[config.mk]
export PLATFORM = sky130hd
export DESIGN_NAME = reorder_buf
export DESIGN_NICKNAME = d
export VERILOG_FILES = /design/src/rtl/rob_pkg.sv /design/src/rtl/rob_ptrs.sv /design/src/rtl/rob_retire.sv /design/src/rtl/rob_rename.sv /design/src/rtl/reorder_buf.sv
export SDC_FILE = /design/constraint.sdc
export NUM_CORES = 1
export LEC_CHECK = 0
export CAP_MARGIN = 20
export CORE_UTILIZATION = 55
export DETAILED_ROUTE_END_ITERATION = 10
export PLACE_DENSITY = 0.79
export SYNTH_ARGS = -nofsm -noshare
export SYNTH_HDL_FRONTEND = slang
export SYNTH_SLANG_ARGS = --single-unit
[constraint.sdc]
create_clock -name clk_i -period 9.3 [get_ports clk_i]
set_input_delay 2.325 -clock clk_i [delete_from_list [all_inputs] [get_ports clk_i]]
set_output_delay 2.325 -clock clk_i [all_outputs]
set_load 0.03 [all_outputs]
[src/rtl/rob_pkg.sv]
package rob_pkg;
  typedef enum logic [1:0] {
    K_REG    = 2'd0,
    K_STORE  = 2'd1,
    K_BRANCH = 2'd2
  } rob_kind_e;
endpackage

[src/rtl/rob_ptrs.sv]
module rob_ptrs #(
  parameter int DEPTH = 8,
  localparam int TAG_W = $clog2(DEPTH),
  localparam int CNT_W = $clog2(DEPTH + 1)
) (
  input  logic             clk_i,
  input  logic             rst_ni,
  input  logic             alloc_i,
  input  logic [1:0]       nret_i,
  input  logic             flush_i,
  output logic [TAG_W-1:0] head_o,
  output logic [TAG_W-1:0] tail_o,
  output logic [CNT_W-1:0] count_o,
  output logic             full_o
);
  logic [TAG_W-1:0] head_q, tail_q;
  logic [CNT_W-1:0] count_q;

  always_ff @(posedge clk_i or negedge rst_ni) begin
    if (!rst_ni) begin
      head_q  <= '0;
      tail_q  <= '0;
      count_q <= '0;
    end else if (flush_i) begin
      head_q  <= '0;
      tail_q  <= '0;
      count_q <= '0;
    end else begin
      head_q  <= head_q + TAG_W'(nret_i);
      tail_q  <= tail_q + TAG_W'(alloc_i);
      count_q <= count_q + CNT_W'(alloc_i) - CNT_W'(nret_i);
    end
  end

  assign head_o  = head_q;
  assign tail_o  = tail_q;
  assign count_o = count_q;
  assign full_o  = (count_q == CNT_W'(DEPTH));

  AST_NO_OVERFLOW: assert property (@(posedge clk_i) disable iff (!rst_ni)
    count_q <= CNT_W'(DEPTH));
  AST_FLUSH_EMPTY: assert property (@(posedge clk_i) disable iff (!rst_ni)
    flush_i |=> (count_q == '0 && head_q == '0));
  AST_NO_UNDERFLOW: assert property (@(posedge clk_i) disable iff (!rst_ni)
    CNT_W'(nret_i) <= count_q);
endmodule

[src/rtl/rob_retire.sv]
module rob_retire
  import rob_pkg::*;
(
  input  logic [1:0] valid_i,
  input  logic [1:0] ready_i,
  input  logic [1:0] exc_i,
  input  logic [1:0] mispred_i,
  input  rob_kind_e  kind0_i,
  input  rob_kind_e  kind1_i,
  output logic [1:0] take_o,
  output logic       kill_o,
  output logic       trap_o
);
  logic       done0, done1;
  logic [1:0] bad;

  always_comb begin
    done0  = valid_i[0] & ready_i[0];
    done1  = valid_i[1] & ready_i[1];
    bad[0] = exc_i[0] | ((kind0_i == K_BRANCH) & mispred_i[0]);
    bad[1] = exc_i[1] | ((kind1_i == K_BRANCH) & mispred_i[1]);
    // exception outranks a mispredict recorded on the same entry
    trap_o    = done0 & exc_i[0];
    kill_o    = done0 & ~exc_i[0] & (kind0_i == K_BRANCH) & mispred_i[0];
    take_o[0] = done0 & ~bad[0];
    take_o[1] = take_o[0] & done1 & ~bad[1];
  end
endmodule

[src/rtl/rob_rename.sv]
module rob_rename #(
  parameter int NREG  = 16,
  parameter int DEPTH = 8,
  localparam int REG_W = $clog2(NREG),
  localparam int TAG_W = $clog2(DEPTH)
) (
  input  logic                  clk_i,
  input  logic                  rst_ni,
  input  logic                  set_i,
  input  logic [REG_W-1:0]      set_reg_i,
  input  logic [TAG_W-1:0]      set_tag_i,
  input  logic [1:0]            clr_i,
  input  logic [1:0][REG_W-1:0] clr_reg_i,
  input  logic [1:0][TAG_W-1:0] clr_tag_i,
  input  logic                  flush_i,
  input  logic [REG_W-1:0]      query_reg_i,
  output logic                  busy_o,
  output logic [TAG_W-1:0]      tag_o
);
  logic [NREG-1:0]             busy_q;
  logic [NREG-1:0][TAG_W-1:0]  tag_q;

  for (genvar r = 0; r < NREG; r++) begin : g_map
    logic hit_clr;
    always_comb begin
      hit_clr = 1'b0;
      for (int s = 0; s < 2; s++) begin
        if (clr_i[s] && clr_reg_i[s] == REG_W'(r) && tag_q[r] == clr_tag_i[s])
          hit_clr = 1'b1;
      end
    end
    always_ff @(posedge clk_i or negedge rst_ni) begin
      if (!rst_ni) begin
        busy_q[r] <= 1'b0;
        tag_q[r]  <= '0;
      end else if (flush_i) begin
        busy_q[r] <= 1'b0;
      end else if (set_i && set_reg_i == REG_W'(r)) begin
        busy_q[r] <= 1'b1;
        tag_q[r]  <= set_tag_i;
      end else if (hit_clr) begin
        busy_q[r] <= 1'b0;
      end
    end
  end

  assign busy_o = busy_q[query_reg_i];
  assign tag_o  = tag_q[query_reg_i];

  AST_MAP_FLUSHED: assert property (@(posedge clk_i) disable iff (!rst_ni)
    flush_i |=> (busy_q == '0));
  AST_MAP_SET: assert property (@(posedge clk_i) disable iff (!rst_ni)
    (set_i && !flush_i) |=> (busy_q[$past(set_reg_i)] && tag_q[$past(set_reg_i)] == $past(set_tag_i)));
endmodule

[src/rtl/reorder_buf.sv]
module reorder_buf
  import rob_pkg::*;
#(
  parameter int DEPTH  = 8,
  parameter int DATA_W = 32,
  parameter int DEST_W = 16,
  parameter int NREG   = 16,
  localparam int TAG_W = $clog2(DEPTH),
  localparam int REG_W = $clog2(NREG)
) (
  input  logic                   clk_i,
  input  logic                   rst_ni,
  input  logic                   alloc_req_i,
  input  logic [1:0]             alloc_kind_i,
  input  logic [DEST_W-1:0]      alloc_dest_i,
  output logic                   alloc_gnt_o,
  output logic [TAG_W-1:0]       alloc_tag_o,
  input  logic                   res_valid_i,
  input  logic [TAG_W-1:0]       res_tag_i,
  input  logic [DATA_W-1:0]      res_value_i,
  input  logic                   res_exc_i,
  input  logic                   br_valid_i,
  input  logic [TAG_W-1:0]       br_tag_i,
  input  logic                   br_mispred_i,
  input  logic [DATA_W-1:0]      br_target_i,
  input  logic [TAG_W-1:0]       look_tag_i,
  output logic                   look_ready_o,
  output logic [DATA_W-1:0]      look_value_o,
  input  logic [REG_W-1:0]       src_reg_i,
  output logic                   src_busy_o,
  output logic [TAG_W-1:0]       src_tag_o,
  output logic [1:0]             cm_reg_we_o,
  output logic [1:0][REG_W-1:0]  cm_reg_addr_o,
  output logic [1:0][DATA_W-1:0] cm_reg_data_o,
  output logic [1:0]             cm_st_we_o,
  output logic [1:0][DEST_W-1:0] cm_st_addr_o,
  output logic [1:0][DATA_W-1:0] cm_st_data_o,
  output logic                   flush_o,
  output logic [DATA_W-1:0]      redirect_o,
  output logic                   exc_o
);
  localparam int CNT_W = $clog2(DEPTH + 1);

  logic [DEPTH-1:0]              valid_q, ready_q, exc_q, misp_q;
  rob_kind_e                     kind_q  [DEPTH];
  logic [DEPTH-1:0][DEST_W-1:0]  dest_q;
  logic [DEPTH-1:0][DATA_W-1:0]  value_q;

  logic [TAG_W-1:0] head, tail;
  logic [CNT_W-1:0] count;
  logic             full, alloc_fire, kill, trap, flush_all;
  logic [1:0]       take, nret;
  logic [1:0][TAG_W-1:0] idx;
  rob_kind_e        new_kind;

  assign idx[0]     = head;
  assign idx[1]     = head + TAG_W'(1);
  assign new_kind   = rob_kind_e'(alloc_kind_i);
  assign flush_all  = kill | trap;
  assign alloc_gnt_o = ~full & ~flush_all;
  assign alloc_tag_o = tail;
  assign alloc_fire = alloc_req_i & alloc_gnt_o;
  assign nret       = {1'b0, take[0]} + {1'b0, take[1]};

  rob_ptrs #(.DEPTH(DEPTH)) i_ptrs (
    .clk_i   (clk_i),
    .rst_ni  (rst_ni),
    .alloc_i (alloc_fire),
    .nret_i  (nret),
    .flush_i (flush_all),
    .head_o  (head),
    .tail_o  (tail),
    .count_o (count),
    .full_o  (full)
  );

  rob_retire i_retire (
    .valid_i   ({valid_q[idx[1]], valid_q[idx[0]]}),
    .ready_i   ({ready_q[idx[1]], ready_q[idx[0]]}),
    .exc_i     ({exc_q[idx[1]],   exc_q[idx[0]]}),
    .mispred_i ({misp_q[idx[1]],  misp_q[idx[0]]}),
    .kind0_i   (kind_q[idx[0]]),
    .kind1_i   (kind_q[idx[1]]),
    .take_o    (take),
    .kill_o    (kill),
    .trap_o    (trap)
  );

  // entry storage
  always_ff @(posedge clk_i or negedge rst_ni) begin
    if (!rst_ni) begin
      valid_q <= '0;
      ready_q <= '0;
      exc_q   <= '0;
      misp_q  <= '0;
      dest_q  <= '0;
      value_q <= '0;
      for (int i = 0; i < DEPTH; i++) kind_q[i] <= K_REG;
    end else if (flush_all) begin
      valid_q <= '0;
    end else begin
      for (int i = 0; i < DEPTH; i++) begin
        if (alloc_fire && tail == TAG_W'(i)) begin
          valid_q[i] <= 1'b1;
          ready_q[i] <= 1'b0;
          exc_q[i]   <= 1'b0;
          misp_q[i]  <= 1'b0;
          kind_q[i]  <= new_kind;
          dest_q[i]  <= alloc_dest_i;
        end else begin
          if ((take[0] && idx[0] == TAG_W'(i)) || (take[1] && idx[1] == TAG_W'(i)))
            valid_q[i] <= 1'b0;
          if (valid_q[i] && res_valid_i && res_tag_i == TAG_W'(i)) begin
            ready_q[i] <= 1'b1;
            exc_q[i]   <= res_exc_i;
            value_q[i] <= res_value_i;
          end
          if (valid_q[i] && br_valid_i && br_tag_i == TAG_W'(i)) begin
            ready_q[i] <= 1'b1;
            misp_q[i]  <= br_mispred_i;
            value_q[i] <= br_target_i;
          end
        end
      end
    end
  end

  // retire outputs
  for (genvar s = 0; s < 2; s++) begin : g_slot
    assign cm_reg_we_o[s]   = take[s] & (kind_q[idx[s]] == K_REG);
    assign cm_reg_addr_o[s] = dest_q[idx[s]][REG_W-1:0];
    assign cm_reg_data_o[s] = value_q[idx[s]];
    assign cm_st_we_o[s]    = take[s] & (kind_q[idx[s]] == K_STORE);
    assign cm_st_addr_o[s]  = dest_q[idx[s]];
    assign cm_st_data_o[s]  = value_q[idx[s]];
  end

  assign flush_o    = kill;
  assign exc_o      = trap;
  assign redirect_o = value_q[idx[0]];

  assign look_ready_o = valid_q[look_tag_i] & ready_q[look_tag_i];
  assign look_value_o = value_q[look_tag_i];

  rob_rename #(.NREG(NREG), .DEPTH(DEPTH)) i_rename (
    .clk_i       (clk_i),
    .rst_ni      (rst_ni),
    .set_i       (alloc_fire && new_kind == K_REG),
    .set_reg_i   (alloc_dest_i[REG_W-1:0]),
    .set_tag_i   (tail),
    .clr_i       (cm_reg_we_o),
    .clr_reg_i   (cm_reg_addr_o),
    .clr_tag_i   (idx),
    .flush_i     (flush_all),
    .query_reg_i (src_reg_i),
    .busy_o      (src_busy_o),
    .tag_o       (src_tag_o)
  );

  AST_FULL_REFUSE: assert property (@(posedge clk_i) disable iff (!rst_ni)
    (count == CNT_W'(DEPTH)) |-> !alloc_gnt_o);
  AST_ONE_EVENT_SLOT0: assert property (@(posedge clk_i) disable iff (!rst_ni)
    $onehot0({cm_reg_we_o[0], cm_st_we_o[0], flush_o, exc_o}));
  AST_SLOT1_BEHIND: assert property (@(posedge clk_i) disable iff (!rst_ni)
    (cm_reg_we_o[1] | cm_st_we_o[1]) |-> (cm_reg_we_o[0] | cm_st_we_o[0] | (kind_q[idx[0]] == K_BRANCH)));
  AST_RETIRE_LEAVES: assert property (@(posedge clk_i) disable iff (!rst_ni)
    (cm_reg_we_o[0] | cm_st_we_o[0]) |=> !valid_q[$past(idx[0])] || (tail == $past(idx[0]) + TAG_W'(1) && $past(alloc_fire)));
  AST_WAIT_HEAD: assert property (@(posedge clk_i) disable iff (!rst_ni)
    (exc_o | flush_o) |-> (valid_q[head] & ready_q[head]));
endmodule

# == Word-level counts from Yosys, hierarchy flattened ==
# Index checks and enable logic that the tools add are counted.
# totals
ff_bits,506
output_inout_bits,247
word_cells,736
# classes
add_sub_neg,6
order_cmp,6
eq_ne,117
muxes,212
bitwise,36
n_reduce_logical,268
# ops
op,count
$mux W32,19
$bmux W32 S3,3
$mux W1,163
$logic_and A1 B1 Y1,137
$eq A4 B4 Y1 const B,25
$bmux W16 S3,2
$eq A3 B3 Y1,32
$reduce_and A2 Y1,48
$reduce_bool A3 Y1,32
$eq A3 B3 Y1 const B,20
$eq A4 B3 Y1 const B,12
$reduce_bool A2 Y1,24
$mux W16,2
$bmux W1 S3,10
$eq A3 B2 Y1 const B,10
$eq A4 B2 Y1 const B,6
$reduce_and A3 Y1,8
$and A1 B1 Y1,18
$eq A3 B1 Y1 const B,5
$logic_not A3 Y1,5
$not A1 Y1,13
$bmux W2 S3,2
$bmux W3 S4,1
$eq A4 B1 Y1 const B,3
21 further kinds,45

# == Longest topological paths before layout ==
# logic_depth
ltp_word,18
ltp_mapped,21

# == Cells and area by module ==
# A second synthesis with hierarchy kept.
# unflattened
hier_cells,2784
hier_area_um2,34109.0
# modules_own_cells
module,n_inst,cells_per_inst,area_each_um2
reorder_buf,1,2342,29141.7
rob_rename,1,386,4342.9
rob_ptrs,1,47,554.3
rob_retire,1,9,70.1

# == Worst setup path before layout ==
# OpenSTA, ideal clock, no wires.
# synth_timing
path_type,in2out
startpoint,input look_tag_i[0]
endpoint,output look_ready_o
t_arrival_ns,4.400
t_required_ns,6.975
setup_slack_ns,2.575
path_stages,4
path_buffers,2
path_cell_list,buf_1 buf_1 mux4_2 mux2i_1
# synth_between
elab_chain_len,3
word_cells_on_any_way,5
cone_classes,4 x mux; 1 x bitwise
# synth_rtl
item,line,text
"start, declared",reorder_buf.sv:26,"input logic [TAG_W-1:0] look_tag_i,"
$bmux W1 S3,reorder_buf.sv:142,assign look_ready_o = valid_q[look_tag_i] & ready_q[look_tag_i];
$mux W1 (not written as such),reorder_buf.sv:142,
$and A1 B1 Y1 (*),reorder_buf.sv:142,
"end, declared",reorder_buf.sv:27,"output logic look_ready_o,"
# Mark *: on every way between the ends. The rest lies on a longest branch, timed or not. The select of a mux whose other input is x is not followed.

# == Worst setup path in the final report ==
# layout_timing
startpoint,register i_ptrs.head_q[0] (netlist: i_ptrs.head_o[0])
endpoint,output cm_st_we_o[1]
# layout_between
elab_chain_len,12
word_cells_on_any_way,40
cone_classes,1 x add/sub; 3 x eq/ne; 22 x mux; 14 x bitwise
# layout_rtl
item,line,text
"start, declared",rob_ptrs.sv:16,"logic [TAG_W-1:0] head_q, tail_q;"
"start signal, assigned",rob_ptrs.sv:29,head_q <= head_q + TAG_W'(nret_i);
branches (longest 11 deep; another with $add A3 B1 Y3),n/a,
$and A1 B1 Y1 (*),reorder_buf.sv:133,assign cm_st_we_o[s] = take[s] & (kind_q[idx[s]] == K_STORE);
"end, declared",reorder_buf.sv:35,"output logic [1:0] cm_st_we_o,"
# Every way passes the cells marked *. The select of a mux whose other input is x is not followed.

==> key figures <==
Clock tree
  – H-tree levels: 2
  – Clk root buf: clkbuf_16
  – CTS clk-pin slew, worst paths: 60 ps
  – Clk sinks: 506
  – CTS tree: built
  – Skew-Pair Late Insertion Delay: 630 ps
  – Post-cts sizing count: 0
  – Post-CTS Setup Inserts: 0
  – Clock Path Buffers: 3
  – Cts bufs inserted: 55
  – Cts hold-fix bufs: 0

Worst hold path
  – Min-Delay Startpoint: dest_q[54]
  – WHS Endpoint: dest_q[54]
  – Hold path depth: 2
  – HP Class: flop to flop

Route
  – Antenna-violating nets left: 0
  – Met3 Wirelength: 11,700 um
  – Post-route DRC: 0
  – Iter 0 DRT Violations: 3,278
  – Drt total wl: 107,000 um
  – Met1 Wirelength: 40,000 um
  – Top Metal Used: met5
  – DR pass1 iterations: 6
  – Met2 routed WL: 49,800 um
  – Drt via density: 6.53
  – WL/cell: 25.7 um
  – Via count: 27,000

Final layout
  – Share of layout cells above drive strength 1: 28.0%
  – FILL cells: 4,622
  – Area Overhead vs Synth: 15.0%
  – Footprint of the multi-input gates: 19,400 um2
  – Register Area: 12,700 um2
  – Layout Nets: 3,422

Placed design
  – HPWL after DPL: 63,500 um
  – Port Buffers: 348
  – Final Wtd Congestion: 0.929

Setup path
  – Crit Path Max Fanout: 53
  – Worst setup path category: flop to output pin
  – Reg2reg end: value_q[63]
  – Setup crit end kind: output pin
  – Worst setup startpoint: i_ptrs.head_o[0]
  – R2R setup slack: 3890 ps
  – Worst r2r src: i_ptrs.head_o[2]
  – Critical Path Source Type: flop
  – Req. time, crit path: 6980 ps
  – R2R cell count: 8
  – Crit path DAT: 5220 ps

Die
  – Die X: 251 um
  – Core area: 60,800 um2
  – Ports: 349
  – Die height: 251 um
  – Row cnt: 90
  – Full die area: 63,000 um2
  – Initial Utilization: 56.0%

Synthesis
  – Post-synth ARST share: 100%
  – Xor/xnor share of the synthesized area: 2.16%
  – Largest family of logic cells by synthesized area: multiplexers
  – Synth Area in Adders: 0.742%
  – EDFF count, synth: 0
  – Main area contributors after synthesis: dfrtp_1, mux4_2, mux2_2, nand2_1, buf_4
  – Yosys warns: 0
  – Cells after synthesis: 3,227
  – Share of the synthesized area in the top cell type: 37.2%
  – Synthesized area: 34,100 um2
  – Avg Inst Size Synth: 10.6 um2
  – Synthesized flop and latch total: 506
  – Post-synthesis mux area share: 35.4%
  – Yosys cell types: 60
  – Commonest cells post-synth: nand2_1, dfrtp_1, mux2_2
  – Post-synth top flop: dfrtp_1
  – Seq/Total Area, Yosys: 37.2%
  – Synth Area in Compound Gates: 2.16%
  – Largest area contributor in the netlist: dfrtp_1
  – Mapped Nets: 3,348
  – Simple-gate share of the synthesized area: 16.1%
  – Top-count cell post-synth: nand2_1

Global route
  – Initial antenna violation count: 16
  – GRT Overall Usage: 33.9%
  – Pin count of the biggest net entering global routing: 154
  – Vias in the first global route: 27,400
  – Global-route wire length before repair: 162,000 um
  – GRT overflow: 0

Timing
  – Crit share post-route: 81.1%
  – Worst Tran Pin Value: 1190 ps
  – RSZ-0062 raised after global routing: no
  – Fmax: 133 MHz
  – Min Tclk post-route: 7540 ps
  – Count of final setup violators: 0
  – Max Slew Vio Count: 0
  – Setup tns final: 0 ps
  – Relative slew slack: 20.6%
  – Final Skew: 25.9 ps
  – Final hold violation count: 0

Status
  – Status: finished clean

Run
  – MaxCap Viol Count: 0
[worst max path at each step]
stage	to	slack, ps	cells past startpoint
finish	cm_st_we_o[1]	1760	10
global route	cm_st_we_o[1]	1490	10
CTS	cm_st_we_o[1]	1510	9
detailed placement	src_busy_o	1740	4
global placement	src_tag_o[2]	1800	4
floorplan	look_ready_o	2580	4
[metrics by stage]
| step | hold slack (ps) | cell area (um2) | utilization [%] | setup WS, ps | cells |
|---|---|---|---|---|---|
| 6_report | 498 | 39200 | 64.4 | 1760 | 4140 |
| 5_1_grt | 529 | 39200 | 64.4 | 1490 | 4139 |
| 4_1_cts | 503 | 39100 | 64.3 | 1510 | 4127 |
| 3_5_place_dp | 488 | 37100 | 60.9 | 1740 | 4024 |
| 3_3_place_gp | 471 | 37100 | 60.9 | 1800 | 4024 |
| 2_1_floorplan | 455 | 34100 | - | 2580 | 3227 |
[kinds of logic (layout without fill, tap and decap cells)]
logic type	Yosys count	after routing
muxes	774	774
other	0	11
buffers and inverters	415	535
DFF	506	506
and+or+nand+nor	1323	1323
xor gates and xnor gates	84	84
AOI/OAI and AO/OA	106	106
adders and majority gates	19	19
[placed cells by master (no fill, tap or decap), types with 5 or more instances in the layout]
| cell | netlist | layout |
|---|---|---|
| a21oi_1 | 27 | 23 |
| a31o_2 | 6 | 6 |
| a32oi_1 | 6 | 6 |
| and2_1 | 15 | 15 |
| and3_1 | 13 | 9 |
| buf_4 | 133 | 54 |
| bufinv_16 | 0 | 11 |
| clkbuf_1 | 140 | 6 |
| clkbuf_16 | 0 | 57 |
| clkbuf_8 | 0 | 12 |
| clkdlybuf4s50_1 | 0 | 344 |
| clkinv_2 | 0 | 14 |
| dfrtp_1 | 506 | 503 |
| diode_2 | 0 | 11 |
| ha_1 | 17 | 15 |
| inv_1 | 19 | 19 |
| mux2_1 | 45 | 45 |
| mux2_2 | 423 | 423 |
| mux2i_1 | 7 | 7 |
| mux4_2 | 292 | 292 |
| nand2_1 | 1113 | 1113 |
| nand3_1 | 45 | 35 |
| nand3_2 | 0 | 10 |
| nand3_4 | 9 | 9 |
| nand4_1 | 26 | 26 |
| nor2_1 | 32 | 28 |
| nor2b_1 | 13 | 13 |
| nor3_1 | 26 | 26 |
| nor4_1 | 9 | 9 |
| o211ai_1 | 16 | 16 |
| o21ai_0 | 24 | 24 |
| o21ai_1 | 5 | 5 |
| or2_2 | 5 | 5 |
| xnor2_1 | 66 | 66 |
| xor2_1 | 18 | 18 |
[routing by layer]
| metal | track usage, % | vias up |
|---|---|---|
| met2 | 53.0 | 1828 |
| met3 | 7.30 | 354 |
| met5 | 0 | - |
| met1 | 44.7 | 13500 |
| li1 | - | 11300 |
| met4 | 17.4 | 10 |
[worst max-delay path, stage by stage, from the launching register on]
cell and delay (ps):
dfrtp_4 1020, inv_2 190, ha_4 650, buf_16 320, mux4_2 560, nand2_1 100, o221a_2 210, o2111ai_1 100
buf_4 230, nor3b_1 400, clkdlybuf4s50_1 750
[area by class of cell]
type / instances / share of cell area [%]
Timing Repair Buffer: 406 / 10.2
Inverter: 26 / 0.249
Tap cell: 782 / 2.50
Antenna cell: 11 / 0.0703
Clock inverter: 28 / 1.08
Clock buffer: 75 / 4.12
Sequential cell: 506 / 32.4
Multi-Input combinational cell: 2306 / 49.4
[sequential cells by signal, summed over array words and instances (netlist names)]
register / flops
ready_q: 8
exc_q: 8
dest_q: 128
misp_q: 8
i_rename.busy_q: 16
i_ptrs.count_o: 4
kind_q: 16
i_ptrs.head_o: 3
i_rename.tag_q: 48
value_q: 256
valid_q: 8
i_ptrs.tail_o: 3
Power is not shown: default switching activity piles up to over one toggle a cycle in this logic, so the estimate is an artifact.
